--- config.mk ---
export PLATFORM = sky130hd
export DESIGN_NAME = fru_unary_alu
export DESIGN_NICKNAME = d
export VERILOG_FILES = /design/src/rtl/fru_pkg.sv /design/src/rtl/fru_compute.sv /design/src/rtl/fru_route.sv /design/src/rtl/fru_unary_alu.sv
export SDC_FILE = /design/constraint.sdc
export NUM_CORES = 1
export LEC_CHECK = 0
export BUFFER_PORTS_ARGS = -buffer_cell sky130_fd_sc_hd__buf_2
export CAP_MARGIN = 20
export CORE_MARGIN = 2
export CORE_UTILIZATION = 46
export DETAILED_ROUTE_END_ITERATION = 10
export PLACE_DENSITY = 0.87
export SLEW_MARGIN = 20
export SYNTH_ARGS = -nofsm -noshare
export SYNTH_HDL_FRONTEND = slang
export SYNTH_SLANG_ARGS = --single-unit
--- constraint.sdc ---
create_clock -name clk -period 2.3 [get_ports clk]
set_clock_uncertainty 0.2 [all_clocks]
set_input_delay 0.575 -clock clk [delete_from_list [all_inputs] [get_ports clk]]
set_output_delay 0.575 -clock clk [all_outputs]
set_load 0.02 [all_outputs]
--- src/rtl/fru_pkg.sv ---
package fru_pkg;

    localparam int DATA_W = 8;
    localparam int ADDR_W = 7;
    localparam int OP_W   = 2;

    typedef enum logic [OP_W-1:0] {
        OP_CLR_FILE = 2'd0,
        OP_CLR_WORK = 2'd1,
        OP_INVERT   = 2'd2,
        OP_DEC      = 2'd3
    } fru_op_e;

    typedef struct packed {
        logic [DATA_W-1:0] value;
        logic              zero;
    } fru_calc_t;

    typedef struct packed {
        logic to_work;
        logic to_file;
    } fru_route_t;

    function automatic logic is_all_zero(input logic [DATA_W-1:0] v);
        return (v == '0);
    endfunction

    function automatic logic op_honours_dest(input fru_op_e op);
        return (op == OP_INVERT) || (op == OP_DEC);
    endfunction

endpackage

--- src/rtl/fru_compute.sv ---
module fru_compute
    import fru_pkg::*;
(
    input  fru_op_e                op,
    input  logic [DATA_W-1:0]      operand,
    output fru_calc_t              calc
);

    localparam logic [DATA_W-1:0] ONE = {{(DATA_W-1){1'b0}}, 1'b1};

    logic [DATA_W-1:0] value;

    always_comb begin
        unique case (op)
            OP_CLR_FILE: value = '0;
            OP_CLR_WORK: value = '0;
            OP_INVERT:   value = ~operand;
            OP_DEC:      value = operand - ONE;
            default:     value = '0;
        endcase
    end

    always_comb begin
        calc.value = value;
        calc.zero  = is_all_zero(value);
    end

endmodule

--- src/rtl/fru_route.sv ---
module fru_route
    import fru_pkg::*;
(
    input  logic       issue,
    input  fru_op_e    op,
    input  logic       dest,
    output fru_route_t route
);

    always_comb begin
        route = '0;
        if (issue) begin
            if (op_honours_dest(op)) begin
                route.to_work = ~dest;
                route.to_file = dest;
            end else if (op == OP_CLR_WORK) begin
                route.to_work = 1'b1;
            end else begin
                route.to_file = 1'b1;
            end
        end
    end

endmodule

--- src/rtl/fru_unary_alu.sv ---
module fru_unary_alu
    import fru_pkg::*;
(
    input  logic                clk,
    input  logic                rst,
    input  logic                issue_i,
    input  logic [OP_W-1:0]     op_i,
    input  logic [ADDR_W-1:0]   faddr_i,
    input  logic                dest_i,
    input  logic [DATA_W-1:0]   fdata_i,
    output logic                w_we_o,
    output logic                f_we_o,
    output logic [ADDR_W-1:0]   waddr_o,
    output logic [DATA_W-1:0]   result_o,
    output logic                zero_o
);

    fru_op_e    op;
    fru_calc_t  calc;
    fru_route_t route;

    assign op = fru_op_e'(op_i);

    fru_compute u_compute (
        .op      (op),
        .operand (fdata_i),
        .calc    (calc)
    );

    fru_route u_route (
        .issue (issue_i),
        .op    (op),
        .dest  (dest_i),
        .route (route)
    );

    always_ff @(posedge clk) begin
        if (rst) begin
            w_we_o   <= 1'b0;
            f_we_o   <= 1'b0;
            waddr_o  <= '0;
            result_o <= '0;
            zero_o   <= 1'b0;
        end else begin
            w_we_o <= route.to_work;
            f_we_o <= route.to_file;
            if (issue_i) begin
                waddr_o  <= faddr_i;
                result_o <= calc.value;
                zero_o   <= calc.zero;
            end
        end
    end

    AST_ONE_ENABLE: assert property (@(posedge clk) disable iff (rst)
        issue_i |=> ($countones({w_we_o, f_we_o}) == 1));
    AST_ADDR_CARRIED: assert property (@(posedge clk) disable iff (rst)
        issue_i |=> (waddr_o == $past(faddr_i)));
    AST_IDLE_QUIET: assert property (@(posedge clk) disable iff (rst)
        !issue_i |=> (!w_we_o && !f_we_o));
    AST_IDLE_FLAG_HELD: assert property (@(posedge clk) disable iff (rst)
        (!issue_i && !$past(rst)) |=> $stable(zero_o));
    AST_CLR_FILE: assert property (@(posedge clk) disable iff (rst)
        (issue_i && op_i == 2'd0) |=> (f_we_o && result_o == '0 && zero_o));
    AST_CLR_WORK: assert property (@(posedge clk) disable iff (rst)
        (issue_i && op_i == 2'd1) |=> (w_we_o && result_o == '0 && zero_o));
    AST_INVERT: assert property (@(posedge clk) disable iff (rst)
        (issue_i && op_i == 2'd2) |=> (result_o == ~$past(fdata_i)));
    AST_DEC_WRAP: assert property (@(posedge clk) disable iff (rst)
        (issue_i && op_i == 2'd3) |=> (result_o == $past(fdata_i) - 8'd1));
    AST_DEST_STEER: assert property (@(posedge clk) disable iff (rst)
        (issue_i && op_i[1]) |=> (f_we_o == $past(dest_i)));
    AST_ZERO_TRACK: assert property (@(posedge clk) disable iff (rst)
        issue_i |=> (zero_o == (result_o == '0)));

endmodule

Word-level counts from Yosys, hierarchy flattened
Index checks and enable logic that the tools add are counted.
W data, S select, Z words.
- bits of input ports: 21
- output and inout port bits: 18
- logic and storage cells: 21
- bits in registers: 18
- equality and inequality tests: 3
- multiplexer cells: 4
- bitwise gates (word level): 3
- add/sub/neg operators: 1
- reduce and logical (&&, ||, !) cells: 5
- operators by type and width (kind ; count):
    $pmux W8 S3 ; 1
    $logic_not A8 Y1 ; 1
    $not A8 Y8 ; 1
    $sub A8 B1 Y8 const B ; 1
    $eq A2 B2 Y1 const B ; 2
    $reduce_or A2 Y1 ; 2
    $eq A2 B1 Y1 const B ; 1
    $logic_not A2 Y1 ; 1
    $mux W1 ; 2
    $mux W2 ; 1
    $not A1 Y1 ; 2
    $logic_or A1 B1 Y1 ; 1

Logic depth before layout (Yosys ltp)
Gate-level depths: netlist of the first run.
- depth after elaboration: 4
- mapped depth: 7
- depth with buffers taken out: 7

By module
A second synthesis of the first run with hierarchy kept.
- cells, all modules: 92
- area, all modules: 902.1 um2
- by module, submodules not included (module ; instances ; cells an instance ; area each (um2)):
    fru_unary_alu ; 1 ; 56 ; 634.4
    fru_compute ; 1 ; 32 ; 241.5
    fru_route ; 1 ; 4 ; 26.3

Worst setup path after synthesis of the first run
OpenSTA, ideal clock, no wires.
- kind: input to register
- from: in fdata_i[3]
- to: reg zero_o
- data arrival time: 1.763 ns
- data required time: 2.008 ns
- cell stages on the path: 4
- setup time: 0.092 ns
- path slack: 0.244 ns
- path through: or3_4 -> a221o_1 -> a2111o_1 -> o32ai_1
- cells in the longest elaborated chain, start to end: 3
- elaborated cells on any way between the ends: 4
- ends and longest elaborated chain (what ; RTL line ; text):
    start: declaration ; fru_unary_alu.sv:10 ; input logic [DATA_W-1:0] fdata_i,
    $sub A8 B1 Y8 / $not A8 Y8 (equally long branches) ; fru_compute.sv:18, fru_compute.sv:17 ;
    $pmux W8 S3 (*) ; fru_compute.sv:14 ; unique case (op)
    $logic_not A8 Y1 (*) ; fru_pkg.sv:25 ; return (v == '0);
    end signal: assignment ; fru_unary_alu.sv:50 ; zero_o <= calc.zero;
    end: declaration ; fru_unary_alu.sv:15 ; output logic zero_o
Mark *: on every way between the ends. The rest lies on a longest branch, timed or not.
A chain may end at the register's enable or synchronous reset.

Final worst setup path of the first run
- from: in fdata_i[0]
- to: reg zero_o
Same word-level chain as after synthesis.

==> results of run 1 <==
==> cell usage after synthesis, types with 2 or more instances <==
cell and n:
nand3_1 4, o31ai_1 3, mux2i_1 11, nor2b_1 3, xnor2_1 2, dfxtp_1 18
inv_1 6, a21oi_1 6, nand2b_1 5, buf_6 3, nand2_1 2, xor2_1 2
nor2_1 14
==> path summary, 6_finish.rpt <==
kind	end	slack, ns	depth (start not counted)
hold / removal	result_o[4]	0.27	2
setup reg to reg	zero_o	1.39	2
setup / recovery	zero_o	0.31	8
hold reg to reg	result_o[4]	0.27	2
==> worst register-to-register path, cell delays in order, from the launching register on <==
cell,delay [ns]
dfxtp_1,0.34
inv_1,0.04
o32ai_1,0.24
==> where the power goes <==
group	internal [mW]	switching, mW	total [mW]
sequential	0.328	0.00718	0.335
clock	0.0965	0.0955	0.192
combinational	0.0615	0.0806	0.142
total	0.486	0.183	0.669
==> cells by family after synthesis <==
logic type / after synthesis / share of synthesized area, %
AND/OR/NAND/NOR: 32 / 18.1
AO/OA/AOI/OAI: 18 / 15.5
flip-flops: 18 / 39.8
buffers and inverters: 12 / 7.88
multiplexers: 12 / 13.4
XOR/XNOR: 4 / 3.87
adder cells (fa/ha/maj): 1 / 1.38
==> flip-flops by register name, summed over array words and instances (netlist names) <==
register and cells:
w_we_o 1, result_o 8, zero_o 1, waddr_o 7
f_we_o 1
==> metal layers <==
| metal | vias to the layer above | GRT usage (%) |
|---|---|---|
| met5 | - | 0 |
| met3 | 4 | 4.01 |
| met4 | 0 | 8.10 |
| met1 | 361 | 20.5 |
| met2 | 28 | 32.2 |
| li1 | 414 | - |
==> layout make-up <==
type                    instances  area [sq um]
fillers                       170           763
multi-input cells              67           473
flip-flops and latches         18           360
repair buffers                 41           213
clock buffers                   4          36.3
well taps                      27          33.8
inverters                       6          22.5
==> stage by stage <==
| step | instances | area (sq um) |
|---|---|---|
| final | 163 | 1140 |
| after floorplan | 97 | 905 |
| after CTS | 163 | 1140 |
| after global routing | 163 | 1140 |
| after detailed placement | 159 | 1100 |
| after global placement | 159 | 1100 |
==> out/qor_table.md, run 1 <==
| Result | Reported | Unit |
|:---|:---|:---|
| Result of the run | completed | - |
| Detailed Route WL | 1920 | um |
| Area of the die | 2340 | sq um |
| Antenna diode count | 0 | - |
| Cell Rows | 16 | - |
| Synth warnings | 0 | - |
| Count of port buffers added during placement | 38 | - |
| Wire length on met1 | 787 | um |
| Commonest non-fill, non-tap cells in the layout | 38 x buf_2, 18 x dfxtp_1, 14 x nor2_1 | - |
| Number of buffers inserted for hold repair after clock tree synthesis | 0 | - |
| Slowest CP cell | a2111o_1 | - |
| Number of enable flip-flop cells after synthesis | 0 | - |
| Total of max-cap violations | 0 | - |
| Antenna Nets Post-Route | 0 | - |
| Worst Setup End Kind | flop | - |
| Period minus WS final | 1.99 | ns |
| Leakage | 0.563 | nW |
| Slew at the pin closest to its max-slew limit | 0.293 | ns |
| Final net count | 159 | - |
| Die X-Extent | 48.3 | um |
| Number of gates given a new drive strength after cts | 0 | - |
| Fmax achieved | 504 | MHz |
| Setup Viol. Count Final | 0 | - |
| Setup bufs post-CTS | 0 | - |
| Clock root buffer | clkbuf_4 | - |
| Gate count after technology mapping | 97 | - |
| Vias/cell | 4.95 | - |
| Nature of the critical path startpoint | input pin | - |
| Synth top area share | 39.8 | % |
| Endpoint arrival time on the critical path | 1.99 | ns |
| Core Area | 1900 | sq um |
| Count of endpoints failing hold in the final timing report | 0 | - |
| Cell type with the highest aggregate area in the netlist | dfxtp_1 | - |
| Worst Path Buf+Inv | 3 | - |
| Launch point of the worst path | fdata_i[0] | - |
| Final worst path period share | 86.3 | % |
| Setup repair after global routing missed its margin | no | - |
| Total met3 wirelength after detailed routing | 112 | um |
| Detailed-placement wirelength estimate | 1510 | um |
| Most frequent standard cell in the layout excluding fill and tap cells | buf_2 | - |
| Avg Synthesized Cell Area | 9.33 | sq um |
| Register clock-pin slew on the reported worst setup and hold paths | 0.10 | ns |
| First-pass GRT wire length | 3350 | um |
| Post-synth net total | 119 | - |
| Final critical-path setup slack | 0.315 | ns |
| Weighted congestion at the end of routability-driven global placement | 0.795 | - |
| Critical path fanouts, max | 5 | - |
| Vias in the first global route | 780 | - |
| Proportion of layout cells with a drive suffix above 1 | 38.2 | % |
| Cts bufs inserted | 3 | - |
| FF-to-FF Start | zero_o | - |
| Sum of negative setup slack | 0 | ns |
| Areal power density over the cells | 588 | nW/um^2 |
| Highest routing layer actually used | met4 | - |
| Final routed DRC violation total | 0 | - |
| Core utilization of the finished layout | 59.9 | % |
| Smallest hold slack | 0.273 | ns |
| Effective utilization at floorplan | 47.6 | % |
| Relative slew margins | 80.2 | % |
| Largest cells by area after synthesis | dfxtp_1 40%, mux2i_1 12%, nor2_1 5.8%, buf_6 3.7%, nand2b_1 3.5% | - |
| Layout overhead on the synthesized area | 25.9 | % |
| Type of the worst setup path | input pin to flop | - |
| Data required time at the worst endpoint | 2.31 | ns |
| Final Total Pwr | 0.669 | mW |
| Length of the first detailed-routing pass in iterations | 4 | - |
| Library cell appearing most often on the critical path | inv_1 | - |
| Die H | 48.3 | um |
| Clock tree from TritonCTS | done | - |
| Tot GR Track Use | 18.0 | % |
| Number of H-tree branching levels | 1 | - |
| Combined area of all synthesized cells | 905 | sq um |
| Routed length per instance | 11.8 | um |
| Antenna violations before repair | 0 | - |
| Met2 layer wire length in the routed design | 993 | um |
| Sequential cell area fraction in the yosys report | 39.8 | % |
| Post-placement setup slack | 0.0391 | ns |
| Post-synthesis sequential element count | 18 | - |
| List of cells traversed by the critical path | buf_2 > inv_1 > ha_1 > inv_1 > o31ai_1 > xor2_1 > a2111o_1 > o32ai_1 | - |
| Routed via count | 807 | - |
| Crit path largest cell delay | 0.44 | ns |
| Maximum number of pins on one net before global-route repair | 22 | - |
| Clock latency reported for the late side of the worst-skew pair | 0.29 | ns |
| Clock Path Buffers | 2 | - |
| Iter 0 DRT Violations | 8 | - |
| Leftover overflow at the end of global routing | 0 | - |
| Ports placed on the boundary | 39 | - |
| Worst supply voltage drop on vdd | 0.328 | mV |
| Post-synthesis cell type count | 31 | - |
| Path type of the worst min-delay path | flop to flop | - |
| Clock net sink count | 18 | - |
| Fin. max-slew vios | 0 | - |
| Primary FF master, synth | dfxtp_1 | - |
| Launch point of the worst hold path | result_o[4] | - |
| Async set or reset register ratio after synthesis | 0 | % |
| Category of cells accounting for the largest share of critical-path delay | compound AO/OA/AOI/OAI gates | - |
Power figures use the tool's default switching activity.
==> run 2: changes to the inputs <==
==> constraint.sdc (replaced) <==
create_clock -name clk -period 2.25 [get_ports clk]
set_clock_uncertainty 0.2 [all_clocks]
set_input_delay 0.5625 -clock clk [delete_from_list [all_inputs] [get_ports clk]]
set_output_delay 0.5625 -clock clk [all_outputs]
set_load 0.02 [all_outputs]
==> run 2 against run 1 <==
  * Design area increased by 0.66%
  * Routed wire length up 3.6%
  * Register-to-register slack got worse by 0.07 ns
  * Via count rose by 4.2%
==> out/qor_table.md, run 2 (same netlist as run 1, synthesis figures left out) <==
| Result | Reported | Unit |
|:---|:---|:---|
| Detailed Route WL | 1990 | um |
| Top reg by flops | result_o | - |
| Count of endpoints failing hold in the final timing report | 0 | - |
| Antenna diode count | 0 | - |
| First-pass GRT wire length | 3570 | um |
| Clock Path Buffers | 2 | - |
| Number of buffers inserted for hold repair after clock tree synthesis | 0 | - |
| Sum of negative setup slack | 0 | ns |
| Tot GR Track Use | 18.6 | % |
| Antenna Nets Post-Route | 0 | - |
| Register clock-pin slew on the reported worst setup and hold paths | 0.10 | ns |
| Antenna violations before repair | 0 | - |
| Die H | 48.3 | um |
| Routed via count | 841 | - |
| Final worst path period share | 87.3 | % |
| Nature of the critical path startpoint | input pin | - |
| Registers with the most flip-flops | result_o: 8 flops, waddr_o: 7 flops | - |
| Vias in the first global route | 826 | - |
| Final net count | 160 | - |
| Relative slew margins | 73.9 | % |
| Iter 0 DRT Violations | 16 | - |
| Ports placed on the boundary | 39 | - |
| Flip-flop count of the largest register after layout | 8 | - |
| Areal power density over the cells | 594 | nW/um^2 |
| Clock root buffer | clkbuf_4 | - |
| Period minus WS final | 1.96 | ns |
| Count of port buffers added during placement | 38 | - |
| Clock net sink count | 18 | - |
| Fmax achieved | 509 | MHz |
| Setup Viol. Count Final | 0 | - |
| Cell Rows | 16 | - |
| Vias/cell | 5.13 | - |
| Number of H-tree branching levels | 1 | - |
| Die X-Extent | 48.3 | um |
| Length of the first detailed-routing pass in iterations | 4 | - |
| Total of max-cap violations | 0 | - |
| Worst supply voltage drop on vdd | 0.441 | mV |
| Commonest non-fill, non-tap cells in the layout | 38 x buf_2, 18 x dfxtp_1, 14 x nor2_1 | - |
| Number of gates given a new drive strength after cts | 0 | - |
| Maximum number of pins on one net before global-route repair | 22 | - |
| Setup bufs post-CTS | 0 | - |
| Most frequent standard cell in the layout excluding fill and tap cells | buf_2 | - |
| Weighted congestion at the end of routability-driven global placement | 0.765 | - |
| Path type of the worst min-delay path | flop to flop | - |
| Clock tree from TritonCTS | done | - |
| Effective utilization at floorplan | 47.6 | % |
| Area of the die | 2340 | sq um |
| Result of the run | completed | - |
| Clock latency reported for the late side of the worst-skew pair | 0.28 | ns |
| Fillcell total | 168 | - |
| Cts bufs inserted | 3 | - |
| Worst Setup End Kind | flop | - |
| Final critical-path setup slack | 0.286 | ns |
| Endpoint arrival time on the critical path | 1.96 | ns |
| Layout overhead on the synthesized area | 26.7 | % |
| Detailed-placement wirelength estimate | 1550 | um |
| Final routed DRC violation total | 0 | - |
| Critical path fanouts, max | 4 | - |
| Data required time at the worst endpoint | 2.25 | ns |
| Setup repair after global routing missed its margin | no | - |
| Core Area | 1900 | sq um |
| Type of the worst setup path | input pin to flop | - |
| Slew at the pin closest to its max-slew limit | 0.386 | ns |
| Leakage | 0.567 | nW |
| Leftover overflow at the end of global routing | 0 | - |
| Fin. max-slew vios | 0 | - |
| Post-placement setup slack | 0.00214 | ns |
| Proportion of layout cells with a drive suffix above 1 | 38.7 | % |
| Routed length per instance | 12.1 | um |
## run 2: through the flow
stage	util, %	cell area (sq um)	power [mW]	hold slack [ns]	cells
final	60.3	1150	0.681	0.276	164
after global routing	60.3	1150	0.720	0.293	164
after CTS	60.3	1150	0.686	0.278	164
after detailed placement	58.4	1110	0.498	0.262	160
after global placement	58.4	1110	0.492	0.257	160
after floorplan	-	905	0.446	0.342	97
## run 2: worst paths after layout
check               from     endpoint  slack (ns)  cells after the start
min reg2reg  result_o[2]  result_o[2]        0.28                      2
max reg2reg       zero_o       zero_o        1.32                      2
min          result_o[2]  result_o[2]        0.28                      2
max           fdata_i[3]       zero_o        0.29                      5
## run 2: final cells by class
type | instances | area (sq um) | area share, %
Timing Repair Buffer | 42 | 220 | 19.2
Clock buffer | 4 | 36.3 | 3.17
Multi-Input combinational cell | 67 | 473 | 41.3
Tap cell | 27 | 33.8 | 2.95
Inverter | 6 | 22.5 | 1.97
Sequential cell | 18 | 360 | 31.4
## run 2: critical path: stages
cell and delay [ns]:
buf_2 0.12, or3_4 0.41, a221o_1 0.36, a2111o_1 0.39, o32ai_1 0.12
## run 2: power breakdown
part	switching [mW]	internal, mW
sequential	0.00780	0.335
clock	0.0923	0.0983
combinational	0.0838	0.0640
## run 2: routing by layer
metal,share of wire [%],vias up,global-route usage (%)
met1,43,393,22.0
met3,3.9,2,4.32
met2,52,30,33.1
li1,-,416,-
met4,0.70,0,6.67
met5,0,-,0
